==> config.mk <==
export PLATFORM = sky130hd
export DESIGN_NAME = strip_hit_compactor
export DESIGN_NICKNAME = d
export VERILOG_FILES = /design/src/rtl/strip_cmp_pkg.sv /design/src/rtl/hit_sparsifier.sv /design/src/rtl/hit_fifo.sv /design/src/rtl/ts_concentrator.sv /design/src/rtl/lane_serializer.sv /design/src/rtl/strip_hit_compactor.sv
export SDC_FILE = /design/constraint.sdc
export NUM_CORES = 2
export LEC_CHECK = 0
export BUFFER_PORTS_ARGS = -buffer_cell sky130_fd_sc_hd__buf_2
export CORE_MARGIN = 2
export CORE_UTILIZATION = 55
export CTS_CLUSTER_DIAMETER = 40
export DETAILED_ROUTE_END_ITERATION = 6
export HOLD_SLACK_MARGIN = 0.06
export PLACE_DENSITY = 0.75
export RECOVER_POWER = 25
export SLEW_MARGIN = 15
export SYNTH_ARGS = -nofsm -noshare
export SYNTH_HDL_FRONTEND = slang
export SYNTH_SLANG_ARGS = --single-unit
==> constraint.sdc <==
create_clock -name clk -period 152.5 [get_ports clk]
set_input_delay 15.25 -clock clk [delete_from_list [all_inputs] [get_ports clk]]
set_output_delay 15.25 -clock clk [all_outputs]
set_load 0.03 [all_outputs]
==> src/rtl/strip_cmp_pkg.sv <==
package strip_cmp_pkg;

    localparam int STRIP_W = 7;
    localparam int TS_W    = 9;
    localparam int CHIP_W  = 4;
    localparam int AMP_W   = 4;
    localparam int SPARE_W = 2;
    localparam int WORD_W  = STRIP_W + TS_W + 1 + CHIP_W + AMP_W + SPARE_W;

    typedef struct packed {
        logic [STRIP_W-1:0] strip;
        logic [TS_W-1:0]    ts;
        logic [AMP_W-1:0]   amp;
    } hit_entry_t;

    // a older than b when (b - a) mod 2^TS_W lies in the lower half, non-zero
    function automatic logic ts_older(input logic [TS_W-1:0] a, input logic [TS_W-1:0] b);
        logic [TS_W-1:0] diff;
        diff = b - a;
        return (diff != '0) && !diff[TS_W-1];
    endfunction

endpackage

==> src/rtl/hit_sparsifier.sv <==
module hit_sparsifier
    import strip_cmp_pkg::*;
#(
    parameter int SEC_STRIPS = 32,
    parameter int SEC_BASE   = 0,
    localparam int IDX_W     = $clog2(SEC_STRIPS)
) (
    input  logic                        clk,
    input  logic                        rst_n,
    input  logic                        load,
    input  logic [SEC_STRIPS-1:0]       slice_hits,
    input  logic [SEC_STRIPS*AMP_W-1:0] slice_amp,
    input  logic [TS_W-1:0]             load_ts,
    input  logic                        fifo_full,
    output logic                        push,
    output hit_entry_t                  push_data,
    output logic                        idle
);

    typedef struct packed {
        logic [SEC_STRIPS-1:0]       pending;
        logic [TS_W-1:0]             ts;
        logic [SEC_STRIPS*AMP_W-1:0] amp;
    } spars_state_t;

    spars_state_t st_d, st_q;
    logic [IDX_W-1:0] sel_idx;
    logic             any_hit;

    always_comb begin
        sel_idx = '0;
        any_hit = 1'b0;
        // scan downward so the lowest set bit is the last one kept
        for (int i = SEC_STRIPS - 1; i >= 0; i--) begin
            if (st_q.pending[i]) begin
                sel_idx = IDX_W'(i);
                any_hit = 1'b1;
            end
        end

        push            = any_hit && !fifo_full;
        push_data.strip = STRIP_W'(SEC_BASE) + STRIP_W'(sel_idx);
        push_data.ts    = st_q.ts;
        push_data.amp   = st_q.amp[sel_idx*AMP_W +: AMP_W];
        idle            = (st_q.pending == '0);

        st_d = st_q;
        if (push) begin
            st_d.pending[sel_idx] = 1'b0;
        end
        if (load) begin
            st_d.pending = slice_hits;
            st_d.ts      = load_ts;
            st_d.amp     = slice_amp;
        end
    end

    always_ff @(posedge clk) begin
        if (!rst_n) begin
            st_q <= '0;
        end else begin
            st_q <= st_d;
        end
    end

    AST_ONE_PER_CYCLE: assert property (@(posedge clk) disable iff (!rst_n)
        (!load && !fifo_full && st_q.pending != '0) |=>
        ($countones(st_q.pending) + 1 == $countones($past(st_q.pending))))
        else $error("encoder cleared other than one hit");

    AST_STALL_HOLDS: assert property (@(posedge clk) disable iff (!rst_n)
        (!load && fifo_full) |=> $stable(st_q.pending))
        else $error("hit lost while fifo full");

    AST_LOAD_WHEN_IDLE: assert property (@(posedge clk) disable iff (!rst_n)
        load |-> idle)
        else $error("load reached a busy section");

endmodule

==> src/rtl/hit_fifo.sv <==
module hit_fifo
    import strip_cmp_pkg::*;
#(
    parameter int DEPTH  = 8,
    localparam int PTR_W = $clog2(DEPTH),
    localparam int CNT_W = PTR_W + 1
) (
    input  logic       clk,
    input  logic       rst_n,
    input  logic       push,
    input  hit_entry_t push_data,
    input  logic       pop,
    output hit_entry_t head,
    output logic       full,
    output logic       empty
);

    typedef struct packed {
        hit_entry_t [DEPTH-1:0] mem;
        logic [PTR_W-1:0]       wr;
        logic [PTR_W-1:0]       rd;
        logic [CNT_W-1:0]       cnt;
    } fifo_state_t;

    fifo_state_t st_d, st_q;

    always_comb begin
        full  = (st_q.cnt == CNT_W'(DEPTH));
        empty = (st_q.cnt == '0);
        head  = st_q.mem[st_q.rd];

        st_d = st_q;
        if (push) begin
            st_d.mem[st_q.wr] = push_data;
            st_d.wr           = st_q.wr + 1'b1;
        end
        if (pop) begin
            st_d.rd = st_q.rd + 1'b1;
        end
        st_d.cnt = st_q.cnt + CNT_W'(push) - CNT_W'(pop);
    end

    always_ff @(posedge clk) begin
        if (!rst_n) begin
            st_q <= '0;
        end else begin
            st_q <= st_d;
        end
    end

    AST_NO_OVERFLOW: assert property (@(posedge clk) disable iff (!rst_n)
        push |-> !full)
        else $error("push into full fifo");

    AST_NO_UNDERFLOW: assert property (@(posedge clk) disable iff (!rst_n)
        pop |-> !empty)
        else $error("pop from empty fifo");

endmodule

==> src/rtl/ts_concentrator.sv <==
module ts_concentrator
    import strip_cmp_pkg::*;
#(
    parameter int NUM_SEC = 4,
    localparam int SEL_W  = $clog2(NUM_SEC)
) (
    input  logic               clk,
    input  logic               rst_n,
    input  hit_entry_t         heads [NUM_SEC],
    input  logic [NUM_SEC-1:0] empty,
    input  logic               take,
    output logic [NUM_SEC-1:0] pop,
    output logic               have,
    output hit_entry_t         chosen
);

    logic [SEL_W-1:0] best;

    always_comb begin
        have = 1'b0;
        best = '0;
        // strict compare keeps the lower index on a tie
        for (int i = 0; i < NUM_SEC; i++) begin
            if (!empty[i]) begin
                if (!have || ts_older(heads[i].ts, heads[best].ts)) begin
                    best = SEL_W'(i);
                end
                have = 1'b1;
            end
        end
        chosen = heads[best];
        pop    = '0;
        if (take && have) begin
            pop[best] = 1'b1;
        end
    end

    AST_POP_ONEHOT: assert property (@(posedge clk) disable iff (!rst_n)
        $onehot0(pop))
        else $error("more than one section popped");

    for (genvar gi = 0; gi < NUM_SEC; gi++) begin : g_age_i
        for (genvar gj = 0; gj < NUM_SEC; gj++) begin : g_age_j
            if (gi != gj) begin : g_pair
                AST_OLDEST_FIRST: assert property (@(posedge clk) disable iff (!rst_n)
                    (pop[gi] && !empty[gj]) |->
                    !ts_older(heads[gj].ts, heads[gi].ts))
                    else $error("younger hit popped before older one");
            end
        end
    end

endmodule

==> src/rtl/lane_serializer.sv <==
module lane_serializer
    import strip_cmp_pkg::*;
#(
    parameter int MAX_LANES = 4,
    localparam int LSEL_W   = $clog2(MAX_LANES),
    localparam int LCNT_W   = LSEL_W + 1,
    localparam int BEAT_W   = $clog2(WORD_W) + 1
) (
    input  logic                 clk,
    input  logic                 rst_n,
    input  logic [LSEL_W-1:0]    lane_sel,
    input  logic [CHIP_W-1:0]    chip_id,
    input  logic                 have,
    input  hit_entry_t           chosen,
    output logic                 take,
    output logic [MAX_LANES-1:0] ser_out,
    output logic                 frame_start
);

    typedef struct packed {
        logic [WORD_W-1:0] word;
        logic [BEAT_W-1:0] beat;
        logic [LCNT_W-1:0] lanes;
    } ser_state_t;

    ser_state_t st_d, st_q;

    function automatic logic [BEAT_W-1:0] beats_for(input logic [LCNT_W-1:0] n);
        return BEAT_W'((WORD_W + int'(n) - 1) / int'(n));
    endfunction

    always_comb begin
        take = (st_q.beat == beats_for(st_q.lanes) - 1'b1);

        st_d      = st_q;
        st_d.beat = st_q.beat + 1'b1;
        if (take) begin
            st_d.beat  = '0;
            st_d.lanes = LCNT_W'(lane_sel) + 1'b1;
            if (have) begin
                st_d.word = {chosen.strip, chosen.ts, 1'b1, chip_id, chosen.amp,
                             {SPARE_W{1'b0}}};
            end else begin
                st_d.word = {{STRIP_W{1'b0}}, {TS_W{1'b0}}, 1'b0, chip_id,
                             {AMP_W{1'b0}}, {SPARE_W{1'b0}}};
            end
        end
    end

    always_comb begin
        frame_start = (st_q.beat == '0);
        for (int l = 0; l < MAX_LANES; l++) begin
            int idx;
            int pos;
            idx = int'(st_q.beat) * int'(st_q.lanes) + l;
            pos = (idx < WORD_W) ? (WORD_W - 1 - idx) : 0;
            ser_out[l] = (l < int'(st_q.lanes) && idx < WORD_W) ? st_q.word[pos] : 1'b0;
        end
    end

    always_ff @(posedge clk) begin
        if (!rst_n) begin
            st_q.word  <= '0;
            st_q.beat  <= '0;
            st_q.lanes <= LCNT_W'(1);
        end else begin
            st_q <= st_d;
        end
    end

    AST_FRAME_GAP: assert property (@(posedge clk) disable iff (!rst_n)
        frame_start |=> !frame_start)
        else $error("word shorter than two beats");

endmodule

==> src/rtl/strip_hit_compactor.sv <==
module strip_hit_compactor
    import strip_cmp_pkg::*;
#(
    parameter int NUM_STRIPS   = 128,
    parameter int NUM_SECTIONS = 4,
    parameter int FIFO_DEPTH   = 8,
    parameter int MAX_LANES    = 4,
    localparam int SEC_STRIPS  = NUM_STRIPS / NUM_SECTIONS,
    localparam int LSEL_W      = $clog2(MAX_LANES)
) (
    input  logic                        clk,
    input  logic                        rst_n,
    input  logic                        hit_load,
    input  logic [TS_W-1:0]             hit_ts,
    input  logic [NUM_STRIPS-1:0]       hit_vec,
    input  logic [NUM_STRIPS*AMP_W-1:0] amp_vec,
    input  logic [CHIP_W-1:0]           chip_id,
    input  logic [LSEL_W-1:0]           lane_sel,
    output logic                        load_ready,
    output logic [MAX_LANES-1:0]        ser_out,
    output logic                        frame_start
);

    logic [NUM_SECTIONS-1:0] sec_idle;
    logic [NUM_SECTIONS-1:0] sec_push;
    logic [NUM_SECTIONS-1:0] sec_full;
    logic [NUM_SECTIONS-1:0] sec_empty;
    logic [NUM_SECTIONS-1:0] sec_pop;
    hit_entry_t              sec_data [NUM_SECTIONS];
    hit_entry_t              sec_head [NUM_SECTIONS];
    logic                    sec_load;
    logic                    take;
    logic                    have;
    hit_entry_t              chosen;

    assign load_ready = &sec_idle;
    assign sec_load   = hit_load && load_ready;

    for (genvar g = 0; g < NUM_SECTIONS; g++) begin : g_sec
        hit_sparsifier #(
            .SEC_STRIPS (SEC_STRIPS),
            .SEC_BASE   (g * SEC_STRIPS)
        ) i_spars (
            .clk        (clk),
            .rst_n      (rst_n),
            .load       (sec_load),
            .slice_hits (hit_vec[g*SEC_STRIPS +: SEC_STRIPS]),
            .slice_amp  (amp_vec[g*SEC_STRIPS*AMP_W +: SEC_STRIPS*AMP_W]),
            .load_ts    (hit_ts),
            .fifo_full  (sec_full[g]),
            .push       (sec_push[g]),
            .push_data  (sec_data[g]),
            .idle       (sec_idle[g])
        );

        hit_fifo #(
            .DEPTH (FIFO_DEPTH)
        ) i_fifo (
            .clk       (clk),
            .rst_n     (rst_n),
            .push      (sec_push[g]),
            .push_data (sec_data[g]),
            .pop       (sec_pop[g]),
            .head      (sec_head[g]),
            .full      (sec_full[g]),
            .empty     (sec_empty[g])
        );
    end

    ts_concentrator #(
        .NUM_SEC (NUM_SECTIONS)
    ) i_conc (
        .clk    (clk),
        .rst_n  (rst_n),
        .heads  (sec_head),
        .empty  (sec_empty),
        .take   (take),
        .pop    (sec_pop),
        .have   (have),
        .chosen (chosen)
    );

    lane_serializer #(
        .MAX_LANES (MAX_LANES)
    ) i_ser (
        .clk         (clk),
        .rst_n       (rst_n),
        .lane_sel    (lane_sel),
        .chip_id     (chip_id),
        .have        (have),
        .chosen      (chosen),
        .take        (take),
        .ser_out     (ser_out),
        .frame_start (frame_start)
    );

    AST_READY_DROPS: assert property (@(posedge clk) disable iff (!rst_n)
        (hit_load && load_ready && hit_vec != '0) |=> !load_ready)
        else $error("accepted vector did not occupy a section");

endmodule

# Yosys cells after proc, flatten, opt, wreduce, memory -nomap -nowiden
# Cells that the tools add are included.
# W data, S select, Z words.
[classes]
div = 1
n_eq_ne = 5
n_bitwise = 12
mux = 335
n_reduce_logical = 52
addsub = 34
order_cmp = 37
n_mul = 1
shift = 4
[ops]
columns = ["op", "n"]
rows = [
  ["$mux W169", 4],
  ["$bwmux W160", 4],
  ["$mux W5", 128],
  ["$shiftx A128 B8 Y4", 4],
  ["$mux W32", 8],
  ["$bmux W20 S3", 4],
  ["$demux W20 S3", 4],
  ["$mux W20", 10],
  ["$mux W1", 150],
  ["$and A32 B32 Y32", 4],
  ["$logic_not A32 Y1", 4],
  ["$lt A32 B6 Y1 const B", 4],
  ["$lt A32 B7 Y1 const B", 4],
  ["$not A32 Y32", 4],
  ["$sub A6 B32 Y32 const A", 4],
  ["$bmux W20 S2", 3],
  ["$add A32 B3 Y32 const B", 2],
  ["$mux W13", 4],
  ["$add A32 B2 Y32 const B", 1],
  ["$div A32 B4 Y32", 1],
  ["$lt A3 B4 Y1 const B", 8],
  ["$sub A32 B2 Y32 const B", 1],
  ["$mux W27", 1],
  ["$reduce_bool A9 Y1", 3],
  ["37 further kinds", 117],
]
[word_totals]
reg_bits = 1365
elab_cells = 601
inputBits = 658
out_inout_bits = 6

# Logic depth before layout (Yosys ltp)
[logic_depth]
ltp_word = 40
depth_mapped = 281
mapped_depth_nobuf = 264

# Cells and area by module
# Synthesis repeated with hierarchy kept, for this count alone.
[unflattened]
hier_cells = 11286
hier_area_um2 = 94255.4
[modules_own_cells]
columns = ["mod", "cells_per_inst", "area_per_inst_um2", "seq_area_each_um2", "instances"]
rows = [
  ["lane_serializer", 4138, 27863.0, 680.7, 1],
  ["hit_fifo (g_sec[0].i_fifo ...)", 853, 7851.3, 3403.3, 3],
  ["hit_sparsifier (g_sec[1].i_spars ...)", 871, 8282.9, 3383.2, 2],
  ["hit_sparsifier (g_sec[0].i_spars)", 892, 8316.7, 3383.2, 1],
  ["hit_sparsifier (g_sec[3].i_spars)", 870, 8279.2, 3383.2, 1],
  ["hit_fifo (g_sec[3].i_fifo)", 854, 7855.0, 3403.3, 1],
  ["ts_concentrator", 229, 1804.2, 0.0, 1],
  ["strip_hit_compactor", 2, 17.5, 0.0, 1],
]

# Worst setup path after synthesis
# Ideal clock, no wire load.
[synth_timing]
path_type = "register to register"
from = "reg i_ser.st_q[1] in the netlist's numbering"
to = "reg g_sec[3].i_fifo.st_q[2] in the netlist's numbering"
path_buffers = 15
slack_ns = 95.903
arrival_time_ns = 56.470
path_stages_with_launch = 263
period_less_slack_ns = 56.597
t_required_ns = 152.372
setup_time_ns = 0.128
cell_sequence = "dfxtp_1 > clkbuf_1 > clkinv_1 > ha_1 > o21a_1 > ha_1 > or4b_1 > nand3_1 > nor2_1 > ha_1 > and2_1 > o311a_1 > ha_1 > and2_1 > or3_1 > clkbuf_1 > nor2_1 > o21ai_0 > [... 227 more ...] > o41ai_1 > and4b_1 > o2111ai_1 > nor2_4 > ha_1 > xnor2_1 > xnor2_1 > nand4_1 > nor2_1 > and2_1 > mux2_4 > and2_1 > ha_1 > inv_1 > ha_1 > fa_1 > xnor2_1 > nor2_1"
[synth_between]
elab_chain_cells = 8
[synth_lines]
columns = ["item", "line_no", "rtl"]
rows = [
  ["from (decl)", "lane_serializer.sv:26", "ser_state_t st_d, st_q;"],
  ["from (signal assigned)", "lane_serializer.sv:67", "st_q <= st_d;"],
  ["$add A5 B3 Y6", "lane_serializer.sv:29", "return BEAT_W'((WORD_W + int'(n) - 1) / int'(n));"],
  ["$sub A32 B2 Y32", "lane_serializer.sv:29", ""],
  ["$div A32 B4 Y32 (*)", "lane_serializer.sv:29", ""],
  ["$sub A6 B1 Y6 (*)", "lane_serializer.sv:33", "take = (st_q.beat == beats_for(st_q.lanes) - 1'b1);"],
  ["$eq A6 B6 Y1 (*)", "lane_serializer.sv:33", ""],
  ["$logic_and A1 B1 Y1 (*)", "ts_concentrator.sv:33", "if (take && have) begin"],
  ["$mux W4 (*)", "ts_concentrator.sv:33", ""],
  ["net g_sec[3].i_fifo.pop", "hit_fifo.sv:12", "input logic pop,"],
  ["$sub A4 B1 Y4 (*)", "hit_fifo.sv:40", "st_d.cnt = st_q.cnt + CNT_W'(push) - CNT_W'(pop);"],
  ["to (signal assigned)", "hit_fifo.sv:47", "st_q <= st_d;"],
  ["to (decl)", "hit_fifo.sv:25", "fifo_state_t st_d, st_q;"],
]
# The timed path passes the listed nets; every way through them passes the cells marked *.
# A chain may end at the register's enable or synchronous reset.

# Final worst setup path
[layout_timing]
from = "reg i_ser.st_q[0] in the netlist's numbering"
to = "reg g_sec[2].i_fifo.st_q[3] in the netlist's numbering"
[layout_between]
elab_chain_cells = 8
[layout_lines]
columns = ["item", "line_no"]
rows = [
  ["$add A5 B3 Y6", "lane_serializer.sv:29"],
  ["$sub A32 B2 Y32", "lane_serializer.sv:29"],
  ["$div A32 B4 Y32 (*)", "lane_serializer.sv:29"],
  ["$sub A6 B1 Y6 (*)", "lane_serializer.sv:33"],
  ["$eq A6 B6 Y1 (*)", "lane_serializer.sv:33"],
  ["$logic_and A1 B1 Y1 (*)", "ts_concentrator.sv:33"],
  ["$mux W4 (*)", "ts_concentrator.sv:33"],
  ["net g_sec[2].i_fifo.pop", "hit_fifo.sv:12"],
  ["$sub A4 B1 Y4 (*)", "hit_fifo.sv:40"],
  ["to (signal assigned)", "hit_fifo.sv:47"],
  ["to (decl)", "hit_fifo.sv:25"],
]
# Marked as above.

==> impl_metrics.env <==
export IMPL_clkTransAtPathRegs_ns=0.06
export IMPL_drcViolationCount=0
export IMPL_cp_depth=250
export IMPL_drv_slew=719
export IMPL_routed_via_density=6.206
export IMPL_cpMostUsedCell="ha_1"
export IMPL_clock_path_buffers=3
export IMPL_rsz0062_at_grt="no"
export IMPL_die_area_sq_mm=0.1403
export IMPL_drive_above_1_share=0.1580
export IMPL_critPathSlowestCell="dfxtp_1"
export IMPL_drt_total_wl_um=252300
export IMPL_layoutNonFillerInstCount=11981
export IMPL_hold_viol=0
export IMPL_synth_mux_area_frac=0.1080
export IMPL_stdcell_area_sq_mm=0.08612
export IMPL_cts_tree="yes"
export IMPL_clkLatencyLatePin_ns=0.82
export IMPL_min_from="g_sec[1].i_spars.st_q[106]$_SDFFE_PN0P_"
export IMPL_p_sw_mw=1.270
export IMPL_crit_buf_inv=13
export IMPL_seqPwrFrac=0.188
export IMPL_drv_cap=4
export IMPL_hpwl_um=180400
export IMPL_synth_simple_gate_area_frac=0.2474
export IMPL_synth_area_leaders="dfxtp_1, nand2_1, a21oi_1, mux4_2, nor2_1"
export IMPL_synth_top_family_by_area="simple AND/OR/NAND/NOR gates"
export IMPL_grt_usage=0.3460
export IMPL_synthFlopType="dfxtp_1"
export IMPL_synth_cells=9678
export IMPL_synthTopCellsByCount="nand2_1, dfxtp_1, a21oi_1"
export IMPL_yosysMostFrequentCell="nand2_1"
export IMPL_syn_area_per_cell_sq_um=7.807
export IMPL_setup_tns_ns=0
export IMPL_synthXorXnorAreaFrac=0.02097
export IMPL_p_comb_frac=0.632
export IMPL_whs_path_depth=2
export IMPL_rrSetupSlack_ns=84.64
export IMPL_die_w_um=374.6
export IMPL_antenna_found_initial=65
export IMPL_status="finished, violations left"
export IMPL_postCtsHoldBufs=0
export IMPL_n_fill_cell=11759
export IMPL_synth_seq_cells=1323
export IMPL_clkPwrFrac=0.180
export IMPL_start_util=0.5556
export IMPL_synth_cell_types=134
export IMPL_end_kind="flop"
export IMPL_postLayoutCoreUtil=0.6333
export IMPL_coreArea_sq_mm=0.1360
export IMPL_dpl_cell_area_sq_mm=0.07988
export IMPL_fin_crit_ns=67.86
export IMPL_cts_buffers=168
export IMPL_fp_dieH_um=374.6
export IMPL_irDropWorstVdd_uv=58.63
export IMPL_wl_per_cell_um=21.06
export IMPL_first_global_vias=71044
export IMPL_slew_headroom=-5.823
export IMPL_synth_compound_area_frac=0.2027
export IMPL_place_congestion=0.9688
export IMPL_hp_class="reg2reg"
export IMPL_root_buffer="clkbuf_16"
export IMPL_yosysTopAreaCell="dfxtp_1"
export IMPL_critPathKind="reg2reg"
export IMPL_worstPathMaxFanout=21
export IMPL_syn_area_sq_mm=0.07555
export IMPL_synth_async_reset_ratio=0
export IMPL_yosysSeqAreaShare=0.3506
export IMPL_grt_pass1_wl_um=392800
export IMPL_power_leakage_nw=30.54
export IMPL_layout_nets=10860
export IMPL_htreeDepth=4
export IMPL_rows=135
export IMPL_timing_rr_start="i_ser.st_q[0]$_SDFFE_PN1P_"
export IMPL_critPathMaxStageDelay_ns=0.82
export IMPL_grt_overflow=0
export IMPL_io_pins=664
export IMPL_max_freq_ghz=0.01474
export IMPL_cts_setup_buffers=0
export IMPL_synth_top_cell_area_share=0.3506
export IMPL_switching_share=0.5329
export IMPL_required_ns=153.02
export IMPL_ys_warn_count=0
export IMPL_place_inst=11622
export IMPL_firstDrtPassIters=6
export IMPL_port_buffers=663
export IMPL_tightest_slew_ns=10.23
export IMPL_period_share=0.4450
export IMPL_clock_skew_ns=0.08582
export IMPL_ant_nets=0
export IMPL_grt_max_degree=247
export IMPL_violations="max-capacitance violations, max-slew violations"
export IMPL_p_per_area_mw_per_mm2=27.67
export IMPL_drt_iter0_markers=7520
export IMPL_crit_family="simple AND/OR/NAND/NOR gates"
export IMPL_rr_worst_depth=250
export IMPL_clock_sinks=1323
export IMPL_cp_arrival_ns=68.38
export IMPL_startpoint="i_ser.st_q[0]$_SDFFE_PN1P_"
export IMPL_area_growth_pct=13.98
export IMPL_p_int_mw=1.113
export IMPL_setup_viol=0
export IMPL_detailroute_via_count=74360
export IMPL_worst_setup_path_start_kind="flop"
export IMPL_synth_edf_count=0
export IMPL_synth_fa_ha_area_frac=0.03276
export IMPL_ctsResizeCount=0
## final timing paths
check | to
worst max-delay path | g_sec[2].i_fifo.st_q[3]$_SDFF_PN0_
worst min-delay path | g_sec[1].i_spars.st_q[106]$_SDFFE_PN0P_
worst max register to register | g_sec[2].i_fifo.st_q[3]$_SDFF_PN0_
worst min register to register | g_sec[1].i_spars.st_q[106]$_SDFFE_PN0P_
## power by group through the flow
stage,combinational (mW),sequential [mW],clock (mW)
6_report,1.51,0.447,0.428
2_1_floorplan,1.04,0.437,0
3_3_place_gp,1.46,0.448,0
4_1_cts,1.48,0.445,0.430
3_5_place_dp,1.47,0.451,0
5_1_grt,1.63,0.454,0.446
## registers in the layout, indices dropped and copies added (netlist names)
signal	count
g_sec.i_spars.st_q	640
g_sec.i_spars.push_data	9
i_ser.st_q	34
g_sec.i_fifo.st_q	640
## per-layer routing
layer	track usage	vias up	part of all wire
li1	-	35025	-
met1	0.4424	35473	0.41
met2	0.5612	3189	0.46
met3	0.06283	633	0.080
met4	0.1732	40	0.049
met5	0	-	0.0011
## placed cells by master (no fill, tap or decap), types with 63 or more instances in the layout
master	Yosys	layout
a211oi_1	164	163
a21oi_1	1309	1307
a22oi_1	69	69
and2_1	74	73
buf_2	20	662
buf_4	8	101
clkbuf_16	0	170
dfxtp_1	1323	1318
ha_1	181	181
inv_1	104	104
mux2_2	72	72
mux2i_1	135	135
mux4_2	261	261
nand2_1	2401	2400
nand3_1	169	169
nor2_1	830	817
nor3_1	232	217
nor4_1	77	73
o21a_1	63	63
o21ai_0	329	329
xnor2_1	127	127
## kinds of logic (layout without fill, tap and decap cells)
family,count (synthesis),count (layout)
mux,477,477
flops,1323,1323
fa+ha+maj,192,192
xor+xnor,180,180
simple gates,4262,4262
compound gates,2512,2512
buf+inv,730,1184
other cells,2,70
## worst reg2reg max path: cells and delay by family (launching register included)
family | cells | cell delay [ns]
AND/OR/NAND/NOR | 105 | 29.25
AO/OA/AOI/OAI | 80 | 18.37
adder cells (fa/ha/maj) | 33 | 10.50
multiplexers | 16 | 5.84
buffers and inverters | 13 | 2.41
flip-flops | 1 | 0.82
XOR/XNOR | 3 | 0.42
## area by class of cell
cell class              count  area, sq um  share of cell area
flip-flops and latches   1323        26490              0.3076
diodes                     50        125.1            0.001453
clock inverters           103         1525             0.01771
repair buffers            767         4086             0.04745
inverters                 108        406.6            0.004722
multi-input cells        7643        46640              0.5416
clock buffers             206         4609             0.05353
well taps                1781         2228             0.02588
## stage by stage
step	total power, mW	setup WS, ns	hold slack, ns
after global placement	1.905	88.29	0.4375
final	2.382	84.64	0.4496
after CTS	2.356	85.76	0.4503
after detailed placement	1.923	86.00	0.4431
after global routing	2.529	78.77	0.4629
after floorplan	1.474	95.90	0.4329
No activity file was read; power rests on OpenSTA's default activity.
